===== src/rtl/crc8_pkg.sv =====
package crc8_pkg;

   localparam int unsigned CRC8_W         = 8;
   localparam logic [7:0]  CRC8_POLY_REFL = 8'h8C;
   localparam int unsigned CRC8_CODE_BITS = 64;
   localparam int unsigned CRC8_SLICE     = 8;

   // Two equivalent ways of building the one-bit update.
   typedef enum logic [0:0] {
      STEP_SHIFT_MASK = 1'b0,
      STEP_TAP_CHAIN  = 1'b1
   } step_style_e;

endpackage


===== src/rtl/crc8_step.sv =====
module crc8_step #(
   parameter int unsigned          W     = crc8_pkg::CRC8_W,
   parameter logic [W-1:0]         POLY  = W'(crc8_pkg::CRC8_POLY_REFL),
   parameter crc8_pkg::step_style_e STYLE = crc8_pkg::STEP_SHIFT_MASK
) (
   input  logic [W-1:0] cur_i,
   input  logic         bit_i,
   output logic [W-1:0] nxt_o
);

   logic fb;
   assign fb = bit_i ^ cur_i[0];

   if (STYLE == crc8_pkg::STEP_SHIFT_MASK) begin : g_mask
      // Whole-word shift, then conditional mask.
      always_comb begin
         nxt_o = cur_i >> 1;
         if (fb) nxt_o = nxt_o ^ POLY;
      end
   end else begin : g_chain
      // One cell per register bit; taps picked by the constant.
      for (genvar i = 0; i < int'(W); i++) begin : g_cell
         if (i == int'(W) - 1) begin : g_top
            assign nxt_o[i] = fb & POLY[i];
         end else begin : g_mid
            assign nxt_o[i] = cur_i[i+1] ^ (fb & POLY[i]);
         end
      end
   end

endmodule


===== src/rtl/crc8_tally.sv =====
module crc8_tally #(
   parameter int unsigned CODE_BITS  = crc8_pkg::CRC8_CODE_BITS,
   parameter int unsigned SLICE_BITS = crc8_pkg::CRC8_SLICE
) (
   input  logic clk,
   input  logic rst_n,
   input  logic clr_i,
   input  logic adv_i,
   output logic slice_end_o,
   output logic any_o,
   output logic full_o
);

   localparam int unsigned CNT_MAX = CODE_BITS + 1;
   localparam int unsigned CNT_W   = $clog2(CNT_MAX + 1);
   localparam int unsigned PH_W    = $clog2(SLICE_BITS);

   logic [CNT_W-1:0] cnt_q;
   logic [PH_W-1:0]  ph_q;
   logic             any_q;

   // Saturating count: past CODE_BITS it parks one above and stays.
   always_ff @(posedge clk) begin
      if (!rst_n || clr_i) begin
         cnt_q <= '0;
      end else if (adv_i && (cnt_q != CNT_W'(CNT_MAX))) begin
         cnt_q <= cnt_q + 1'b1;
      end
   end

   // Position within the current byte, free running modulo SLICE_BITS.
   always_ff @(posedge clk) begin
      if (!rst_n || clr_i) begin
         ph_q  <= '0;
         any_q <= 1'b0;
      end else if (adv_i) begin
         ph_q  <= ph_q + 1'b1;
         any_q <= 1'b1;
      end
   end

   assign slice_end_o = (ph_q == '0);
   assign any_o       = any_q;
   assign full_o      = (cnt_q == CNT_W'(CODE_BITS));

endmodule


===== src/rtl/crc8_flags.sv =====
module crc8_flags #(
   parameter int unsigned W = crc8_pkg::CRC8_W
) (
   input  logic [W-1:0] crc_i,
   input  logic         slice_end_i,
   input  logic         any_i,
   input  logic         full_i,
   output logic         res_zero_o,
   output logic         code_ok_o
);

   logic is_zero;
   assign is_zero    = (crc_i == '0);
   assign res_zero_o = is_zero & any_i & slice_end_i;
   assign code_ok_o  = is_zero & full_i;

endmodule


===== src/rtl/crc8_serial.sv =====
module crc8_serial #(
   parameter int unsigned           W          = crc8_pkg::CRC8_W,
   parameter logic [W-1:0]          POLY       = W'(crc8_pkg::CRC8_POLY_REFL),
   parameter int unsigned           CODE_BITS  = crc8_pkg::CRC8_CODE_BITS,
   parameter int unsigned           SLICE_BITS = crc8_pkg::CRC8_SLICE,
   parameter crc8_pkg::step_style_e STYLE      = crc8_pkg::STEP_SHIFT_MASK
) (
   input  logic         clk,
   input  logic         rst_n,
   input  logic         clr_i,
   input  logic         bit_i,
   input  logic         bit_vld_i,
   output logic [W-1:0] crc_o,
   output logic         res_zero_o,
   output logic         code_ok_o
);

   // Elaboration-time parameter checks.
   if (W < 2) begin : g_bad_w
      $error("crc8_serial: W must be at least 2");
   end
   if (POLY[W-1] != 1'b1) begin : g_bad_poly
      $error("crc8_serial: reflected constant needs its top bit set");
   end
   if (SLICE_BITS < 2 || (SLICE_BITS & (SLICE_BITS - 1)) != 0) begin : g_bad_slice
      $error("crc8_serial: SLICE_BITS must be a power of two, at least 2");
   end
   if (CODE_BITS <= W || (CODE_BITS % SLICE_BITS) != 0) begin : g_bad_code
      $error("crc8_serial: CODE_BITS must exceed W and be whole slices");
   end

   logic [W-1:0] crc_q;
   logic [W-1:0] crc_nxt;
   logic         adv;
   logic         slice_end;
   logic         any_bits;
   logic         full;

   // Clear outranks the strobe.
   assign adv = bit_vld_i & ~clr_i;

   crc8_step #(
      .W    (W),
      .POLY (POLY),
      .STYLE(STYLE)
   ) u_step (
      .cur_i(crc_q),
      .bit_i(bit_i),
      .nxt_o(crc_nxt)
   );

   always_ff @(posedge clk) begin
      if (!rst_n || clr_i) begin
         crc_q <= '0;
      end else if (adv) begin
         crc_q <= crc_nxt;
      end
   end

   crc8_tally #(
      .CODE_BITS (CODE_BITS),
      .SLICE_BITS(SLICE_BITS)
   ) u_tally (
      .clk        (clk),
      .rst_n      (rst_n),
      .clr_i      (clr_i),
      .adv_i      (adv),
      .slice_end_o(slice_end),
      .any_o      (any_bits),
      .full_o     (full)
   );

   crc8_flags #(
      .W(W)
   ) u_flags (
      .crc_i      (crc_q),
      .slice_end_i(slice_end),
      .any_i      (any_bits),
      .full_i     (full),
      .res_zero_o (res_zero_o),
      .code_ok_o  (code_ok_o)
   );

   assign crc_o = crc_q;

endmodule


===== config.mk =====
export PLATFORM = sky130hd
export DESIGN_NAME = crc8_serial
export DESIGN_NICKNAME = d
export VERILOG_FILES = /design/src/rtl/crc8_pkg.sv /design/src/rtl/crc8_step.sv /design/src/rtl/crc8_tally.sv /design/src/rtl/crc8_flags.sv /design/src/rtl/crc8_serial.sv
export SDC_FILE = /design/constraint.sdc
export NUM_CORES = 1
export LEC_CHECK = 0
export BUFFER_PORTS_ARGS = -buffer_cell sky130_fd_sc_hd__clkbuf_2
export CAP_MARGIN = 30
export CORE_MARGIN = 4
export CORE_UTILIZATION = 31
export CTS_BUF_LIST = sky130_fd_sc_hd__clkbuf_16
export CTS_CLUSTER_DIAMETER = 30
export CTS_CLUSTER_SIZE = 16
export DETAILED_ROUTE_END_ITERATION = 7
export GPL_ROUTABILITY_DRIVEN = 1
export HOLD_SLACK_MARGIN = 0.05
export RECOVER_POWER = 100
export SETUP_SLACK_MARGIN = 0.3
export SLEW_MARGIN = 5
export SYNTH_ARGS = -nofsm -noshare
export SYNTH_HDL_FRONTEND = slang
export SYNTH_SLANG_ARGS = --single-unit

===== constraint.sdc =====
create_clock -name clk -period 1.6 [get_ports clk]
set_input_delay 0.16 -clock clk [delete_from_list [all_inputs] [get_ports clk]]
set_output_delay 0.16 -clock clk [all_outputs]
set_load 0.005 [all_outputs]

# Yosys cells after proc, flatten, opt, wreduce, memory -nomap -nowiden
# Cells that the tools add are included.
# W data, S select, Z words.
[totals]
reg_bits = 19
input_bits = 5
word_cells = 21
[classes]
add_sub_neg = 2
eq_ne = 2
muxes = 1
n_bitwise = 7
reduce_logical = 5
[ops]
columns = ["op", "n"]
rows = [
  ["$logic_not A8 Y1", 1],
  ["$mux W8", 1],
  ["$add A7 B1 Y7 const B", 1],
  ["$eq A7 B7 Y1 const B", 1],
  ["$ne A7 B7 Y1 const B", 1],
  ["$and A1 B1 Y1", 4],
  ["$add A3 B1 Y3 const B", 1],
  ["$logic_not A3 Y1", 1],
  ["$not A2 Y3", 1],
  ["$logic_and A1 B1 Y1", 1],
  ["$logic_not A1 Y1", 1],
  ["$logic_or A1 B1 Y1", 1],
  ["$not A1 Y1", 1],
  ["$xor A1 B1 Y1", 1],
]

# Depth between registers and ports, before layout
# Gate-level depths: netlist of run 1.
[logic_depth]
depth_word = 3
depth_mapped = 4

# Modules after synthesis
# Synthesis of run 1 repeated with hierarchy kept, for this count alone.
[hier_totals]
cells_unflattened = 107
hier_area_um2 = 1011.0
[by_module_without_submodules]
columns = ["module", "n_inst", "cells_each", "area_each_um2"]
rows = [
  ["crc8_tally", 1, 64, 560.5],
  ["crc8_serial", 1, 28, 299.0],
  ["crc8_step", 1, 9, 101.3],
  ["crc8_flags", 1, 6, 50.0],
]

# Worst setup path after synthesis of run 1
# OpenSTA, ideal clock, no wires.
[synth_path]
path_type = "reg-to-reg"
startpoint = "register u_tally.cnt_q[0]"
endpoint = "register u_tally.cnt_q[6]"
arrival_time_ns = 1.130
t_required_ns = 1.530
setup_slack_ns = 0.400
path_stages_with_launch = 5
path_buffers = 0
cell_sequence = "dfxtp_1 ha_1 nand4b_1 or3_1 a21oi_1"
[synth_between]
elab_chain_cells = 2
word_cells_on_any_way = 3
cone_classes = "add/sub: 1; eq/ne: 1; reduce/logical: 1"
[synth_rtl]
columns = ["element", "line_no", "source"]
rows = [
  ["start: declaration", "crc8_tally.sv:18", "logic [CNT_W-1:0] cnt_q;"],
  ["start signal: assignment", "crc8_tally.sv:27", "cnt_q <= cnt_q + 1'b1;"],
  ["parallel branches: the longest is 2 deep, another holds $add A7 B1 Y7", "-", ""],
]
# Parallel ways; which one is timed is not known.
# A chain may end at the register's enable or synchronous reset.

# Final worst setup path of run 1
[layout_path]
startpoint = "register u_tally.cnt_q[3]"
endpoint = "output code_ok_o"
[layout_between]
elab_chain_cells = 2
[layout_rtl]
columns = ["element", "line_no", "source"]
rows = [
  ["$eq A7 B7 Y1", "crc8_tally.sv:44", "assign full_o = (cnt_q == CNT_W'(CODE_BITS));"],
  ["$and A1 B1 Y1", "crc8_flags.sv:15", "assign code_ok_o = is_zero & full_i;"],
  ["end: declaration", "crc8_serial.sv:15", "output logic code_ok_o"],
]
# Every way passes these cells.

==> results.cfg, run 1 <==
[floorplanning]
fp-row-count = 19
chipWidth_um = 62.8
core_area_sq_mm = 0.00281
chipHeight_um = 62.8
initial_utilization_pct = 33.2
die_area_sq_mm = 0.00394
ios = 15

[synth]
syn_area_sq_um = 931
synth_nets = 115
synth_cell_type_count = 28
synthArstFlopShare_pct = 0
synth-seq-cells = 19
synth_largest_area_cell = dfxtp_1
yosysMostFrequentCell = dfxtp_1
yosys.area.top_type_share_pct = 40.9
avgSynthCellArea_sq_um = 8.87
synth_ff_type = dfxtp_1
synth_edf_count = 0
synth_common_cells = dfxtp_1, nor2_1, nand2_1
yosys_warnings = 0
yosysSeqAreaShare_pct = 40.9
synthCells = 105
synth_area_leaders = dfxtp_1, mux2i_1, ha_1

[setup_path]
crit_chain = nor4_4 -> nand3_1 -> nor2_1 -> buf_2
path_delay_family = simple AND/OR/NAND/NOR gates
slowest_stage = dfxtp_4
cp-start-kind = register
max_stage_delay_ns = 0.36
critical_path_class = reg2out
required_ns = 1.44
worstSetupPathDepth = 4
cp_num_buf_inv = 1
cp.arrival_ns = 1.33
r2r_cells = 4
critPathMaxFanout = 4
worst_setup_path_end_kind = primary output

[cts]
clock_latency_ns = 0.25
cts_tree = built
clk_path_buf_depth = 2
clkSinkCount = 19
hold_buffers = 0
clk_pin_slew_ns = 0.05
numCtsBuffers = 3
htreeDepth = 1
cts_root_buf = clkbuf_16

[power_and_ir_drop]
pwr_density_cell_mw_per_mm2 = 924
internal-power_mw = 0.842
p_sw_share_pct = 20.8
leakagePower_nw = 0.444
p_sw_mw = 0.222
vdd.ir_drop.worst_mv = 0.446
seq_power_share_pct = 45.6
clkPwrFrac_pct = 47.4
power_frac_comb_pct = 7.0
fin_total_pwr_mw = 1.06

[cells_and_area]
final_area_sq_mm = 0.00115
diodes = 0
nets = 129
instances_no_fill = 149
drive_gt1_share_pct = 24.6
post-route-util_pct = 41.0
synthToLayoutAreaGrowth_pct = 23.7

[hold_path]
hold_depth = 4
hold_class = in2reg

[timing]
post-route-period-util_pct = 92.9
fmax_ghz = 0.673
timing.setup.tns_ns = 0
maxSlewHeadroom_pct = 52.6
finalSetupViolCount = 0
drv_slew = 0
hold_violations = 0
finClkSkew_ns = 0.00150
worst_pin_slew_ns = 0.712
rsz0062_at_grt = yes
holdWs_ns = 0.347
setup_ws_ns = 0.113
fin_crit_ns = 1.49

[global_routing]
grt_pass1_wl_mm = 3.17
grt_use_total_pct = 10.2
antenna_found_initial = 0
grt_max_degree = 18
overflow = 0
grt_pass1_vias = 700

[drt]
wl_mm = 1.97
drt_iter0_markers = 17
antenna_left = 0
vias_per_cell = 5.09
wl_per_cell_um = 13.2
firstDrtPassIters = 4
num_vias = 758
drcViolationCount = 0

[placed_design]
place_inst = 142
globalplace.congestion = 0.699
place_ws_ns = 0.225
dp_hpwl_mm = 1.28
io_buffers = 14
placed_area_sq_um = 988

[outcome]
outcome = complete, no violations

[run]
cap_violations = 0
[state kept, by name, summed over array words and instances, names as in the netlist]
signal	cells
crc_o	8
u_tally.cnt_q	7
u_tally.ph_q	3
u_tally.any_o	1
[layout by cell type (no fill, tap or decap), types with 2 or more instances in the layout]
cell       synthesis  routed
dfxtp_1           19      15
nor2_1            12      12
nand2_1           10       9
mux2i_1            8       8
clkbuf_2           0       8
inv_1              5       6
clkbuf_1           1       5
ha_1               5       4
nand3_1            3       3
nand2b_1           3       3
xor2_1             3       3
o21ai_0            3       3
or3_1              3       3
a21oi_1            5       3
clkbuf_16          0       3
buf_4              6       3
dfxtp_4            0       3
nor4_2             0       2
xnor2_1            2       2
a21oi_2            0       2
o22ai_1            2       2
[cells by family after synthesis]
family,share of synthesized area (%)
multiplexers,8.60
AO/OA/AOI/OAI,9.01
AND/OR/NAND/NOR,21.8
XOR/XNOR,4.71
buffers and inverters,8.33
adder cells (fa/ha/maj),6.72
flip-flops,40.9
[final timing paths]
path         slack [ns]          endpoint              from
max                0.11         code_ok_o  u_tally.cnt_q[3]
min                0.35  u_tally.cnt_q[3]         bit_vld_i
max reg2reg        0.31  u_tally.cnt_q[0]  u_tally.cnt_q[3]
min reg2reg        0.48     u_tally.any_o     u_tally.any_o
[worst min-delay path, stage by stage]
cell,delay [ns]
clkbuf_2,0.13
nand2b_4,0.10
or3_1,0.10
a21oi_1,0.06
[power groups by stage]
stage | Clock (mW) | Sequential, mW | Combinational, mW
2_1_floorplan | 0 | 0.497 | 0.0541
3_3_place_gp | 0 | 0.498 | 0.0673
3_5_place_dp | 0 | 0.499 | 0.0684
4_1_cts | 0.515 | 0.488 | 0.0740
5_1_grt | 0.530 | 0.486 | 0.0832
6_report | 0.504 | 0.485 | 0.0745
[layer usage]
metal	GRT usage, %	part of all wire (%)	vias to the layer above	wire, um
met5	0	0	-	0
met4	5.79	2.1	0	42
met3	2.34	3.0	5	59
met2	18.2	52	18	1020
met1	10.8	43	355	846
li1	-	-	380	-
[what timing repair did]
item                                    in CTS  in global routing
pin swaps                                    5                  6
hold endpoints to repair                     0                  0
endpoints found under the setup margin       7                  8
resized for setup                           11                 14
buffers inserted                             2                  1
[cell type report]
type	instances	area, sq um
Timing Repair Buffer	18	93.8
Inverter	5	18.8
Sequential cell	19	393
Fill cell	281	1650
Clock buffer	3	75.1
Clock inverter	1	3.75
Tap cell	31	38.8
Multi-Input combinational cell	72	528
No activity file was read; power rests on OpenSTA's default activity.
==> run 2: changes to the inputs <==
ABC_AREA = 1   (was default)
ABC_CLOCK_PERIOD_IN_PS = 1600   (was default)
==> run 2 against run 1 <==
Effect of this change:
- flip-flop and latch count is the same
- via count grew 16%
- critical endpoint unchanged
- critical path depth is the same
- combinational power grew 41%
- synthesized cell count grew 34%
- clock power shrank 2%
==> results.cfg, run 2 <==
[hold_path]
holdPathEnd = crc_o[7]
hold_depth = 4
hold_class = in2reg
hold_start = bit_i

[cts]
cts_tree = built
clkSinkCount = 19
hold_buffers = 0
cts_root_buf = clkbuf_16
clk_path_buf_depth = 2
numCtsBuffers = 3
htreeDepth = 1
clock_latency_ns = 0.24
clk_pin_slew_ns = 0.05

[run]
cap_violations = 0

[synth]
synth_nets = 151
synth_area_leaders = dfxtp_1, nand2_1, nor2_1
synthArstFlopShare_pct = 0
yosysMostFrequentCell = nand2_1
synthCells = 141
synth_ff_type = dfxtp_1
synth_cell_type_count = 21
synth_edf_count = 0
avgSynthCellArea_sq_um = 7.17
yosys_warnings = 0
syn_area_sq_mm = 0.00101
yosys.area.top_type_share_pct = 37.6
synth_largest_area_cell = dfxtp_1
synth-seq-cells = 19
synth_common_cells = nand2_1, nor2_1, dfxtp_1
yosysSeqAreaShare_pct = 37.6

[timing]
hold_violations = 0
timing.setup.tns_ns = 0
maxSlewHeadroom_pct = 75.9
fmax_ghz = 0.718
fin_crit_ns = 1.39
finalSetupViolCount = 0
finClkSkew_ns = 0.00125
setup_ws_ns = 0.207
worst_pin_slew_ns = 0.361
post-route-period-util_pct = 87.1
drv_slew = 0
rsz0062_at_grt = yes

[setup_path]
r2r_slack_ns = 0.26
r2r-start = u_tally.cnt_q[1]
timing.rr.end = u_tally.cnt_q[0]
r2r_cells = 8
required_ns = 1.44
cp.arrival_ns = 1.23
critPathMaxFanout = 4
crit_start = crc_o[5]
cp-start-kind = register
critical_path_class = reg2out
max_stage_delay_ns = 0.33
crit_chain = nor4_1 -> nand2_1 -> nor2_2 -> buf_2
worst_setup_path_end_kind = primary output
slowest_stage = dfxtp_1

[cells_and_area]
diodes = 0
final_cell_mix = nand2_1, nor2_1, dfxtp_1, inv_1, a21oi_1
layout_commonest_cell = nand2_1
instances_no_fill = 199
fill_cells = 310
nets = 166
drive_gt1_share_pct = 20.6
largest_reg_flops = 8
synthToLayoutAreaGrowth_pct = 18.4

[power_and_ir_drop]
leakagePower_nw = 0.511
pwr_density_cell_mw_per_mm2 = 919
vdd.ir_drop.worst_mv = 0.520

[drt]
firstDrtPassIters = 4
antenna_left = 0
wl_per_cell_um = 9.87
num_vias = 883
wl_mm = 1.96
vias_per_cell = 4.44
drcViolationCount = 0
drt_iter0_markers = 24

[global_routing]
antenna_found_initial = 0
grt_pass1_vias = 824
grt_pass1_wl_mm = 3.55
grt_use_total_pct = 10.6
grt_max_degree = 13
overflow = 0

[floorplanning]
ios = 15
fp-row-count = 20
die_area_sq_mm = 0.00424
core_area_sq_mm = 0.00308
chipHeight_um = 65.1
chipWidth_um = 65.1
initial_utilization_pct = 32.8

[outcome]
outcome = complete, no violations

[placed_design]
place_inst = 192
globalplace.congestion = 0.820
dp_hpwl_mm = 1.45
place_ws_ns = 0.369
io_buffers = 14
[run 2: changes by cell type after synthesis, moves of 3 or more]
cell      previous run  this run
mux2i_1              8         0
nand3_1              3         9
inv_1                5        14
nand2_2              0         3
nand2_1             10        25
a21oi_1              5        10
inv_2                0         3
o21ai_0              3         9
nor2_1              12        24
or3_1                3         0
nand2b_1             3         0
[run 2: report_power, final]
part / total, mW / switching [mW] / internal (mW)
Sequential: 0.501 / 0.0124 / 0.488
Clock: 0.494 / 0.163 / 0.332
Combinational: 0.105 / 0.0661 / 0.0388
[run 2: worst max-delay path: cells and delay by family, from the launching register on]
kind                   cells  cell delay [ns]
flip-flops                 1             0.33
AND/OR/NAND/NOR            3             0.53
buffers and inverters      1             0.13
[run 2: kinds of logic (layout without fill, tap and decap cells)]
family / count (synthesis) / after routing / synth area share [%]
flops: 19 / 19 / 37.6
compound gates: 21 / 21 / 10.4
simple gates: 66 / 66 / 29.5
buf+inv: 26 / 40 / 12.9
xor+xnor: 4 / 4 / 3.47
fa+ha+maj: 5 / 5 / 6.19
[run 2: worst max path at each step]
stage                  endpoint  slack [ns]  cells past startpoint
3_5_place_dp   u_tally.cnt_q[6]        0.37                      8
4_1_cts               code_ok_o        0.19                      4
5_1_grt        u_tally.cnt_q[0]        0.09                      8
2_1_floorplan  u_tally.cnt_q[0]        0.48                      8
6_report              code_ok_o        0.21                      4
3_3_place_gp   u_tally.cnt_q[0]        0.40                      8
[run 2: timing repair]
action | 4_1_cts | 5_1_grt
setup buffers | 2 | 1
pin swaps | 4 | 3
setup endpoints to repair | 2 | 8
resized for setup | 7 | 14
[run 2: through the flow]
step                      power (mW)  utilization [%]  cell area [sq um]  hold slack (ns)
after floorplan                0.585                -               1010            0.345
after global placement         0.606             35.2               1080            0.465
after detailed placement       0.608             35.2               1080            0.474
after CTS                       1.11             38.9               1200            0.255
after global routing            1.16             38.9               1200            0.313
final                           1.10             38.9               1200            0.297
[run 2: cell type report]
cell class	instances	area (sq um)	area share (%)
Inverter	19	76.3	6.37
Clock inverter	1	3.75	0.313
Clock buffer	3	75.1	6.27
Sequential cell	19	384	32.1
Timing Repair Buffer	17	87.6	7.31
Multi-Input combinational cell	96	515	43.1
Tap cell	44	55.1	4.60
[run 2: metal layers]
metal	vias to the layer above	GRT usage (%)	wire length [um]
met5	-	0	0
met2	18	17.0	898
met4	0	3.89	31
li1	470	-	-
met3	5	2.56	87
met1	390	13.7	947
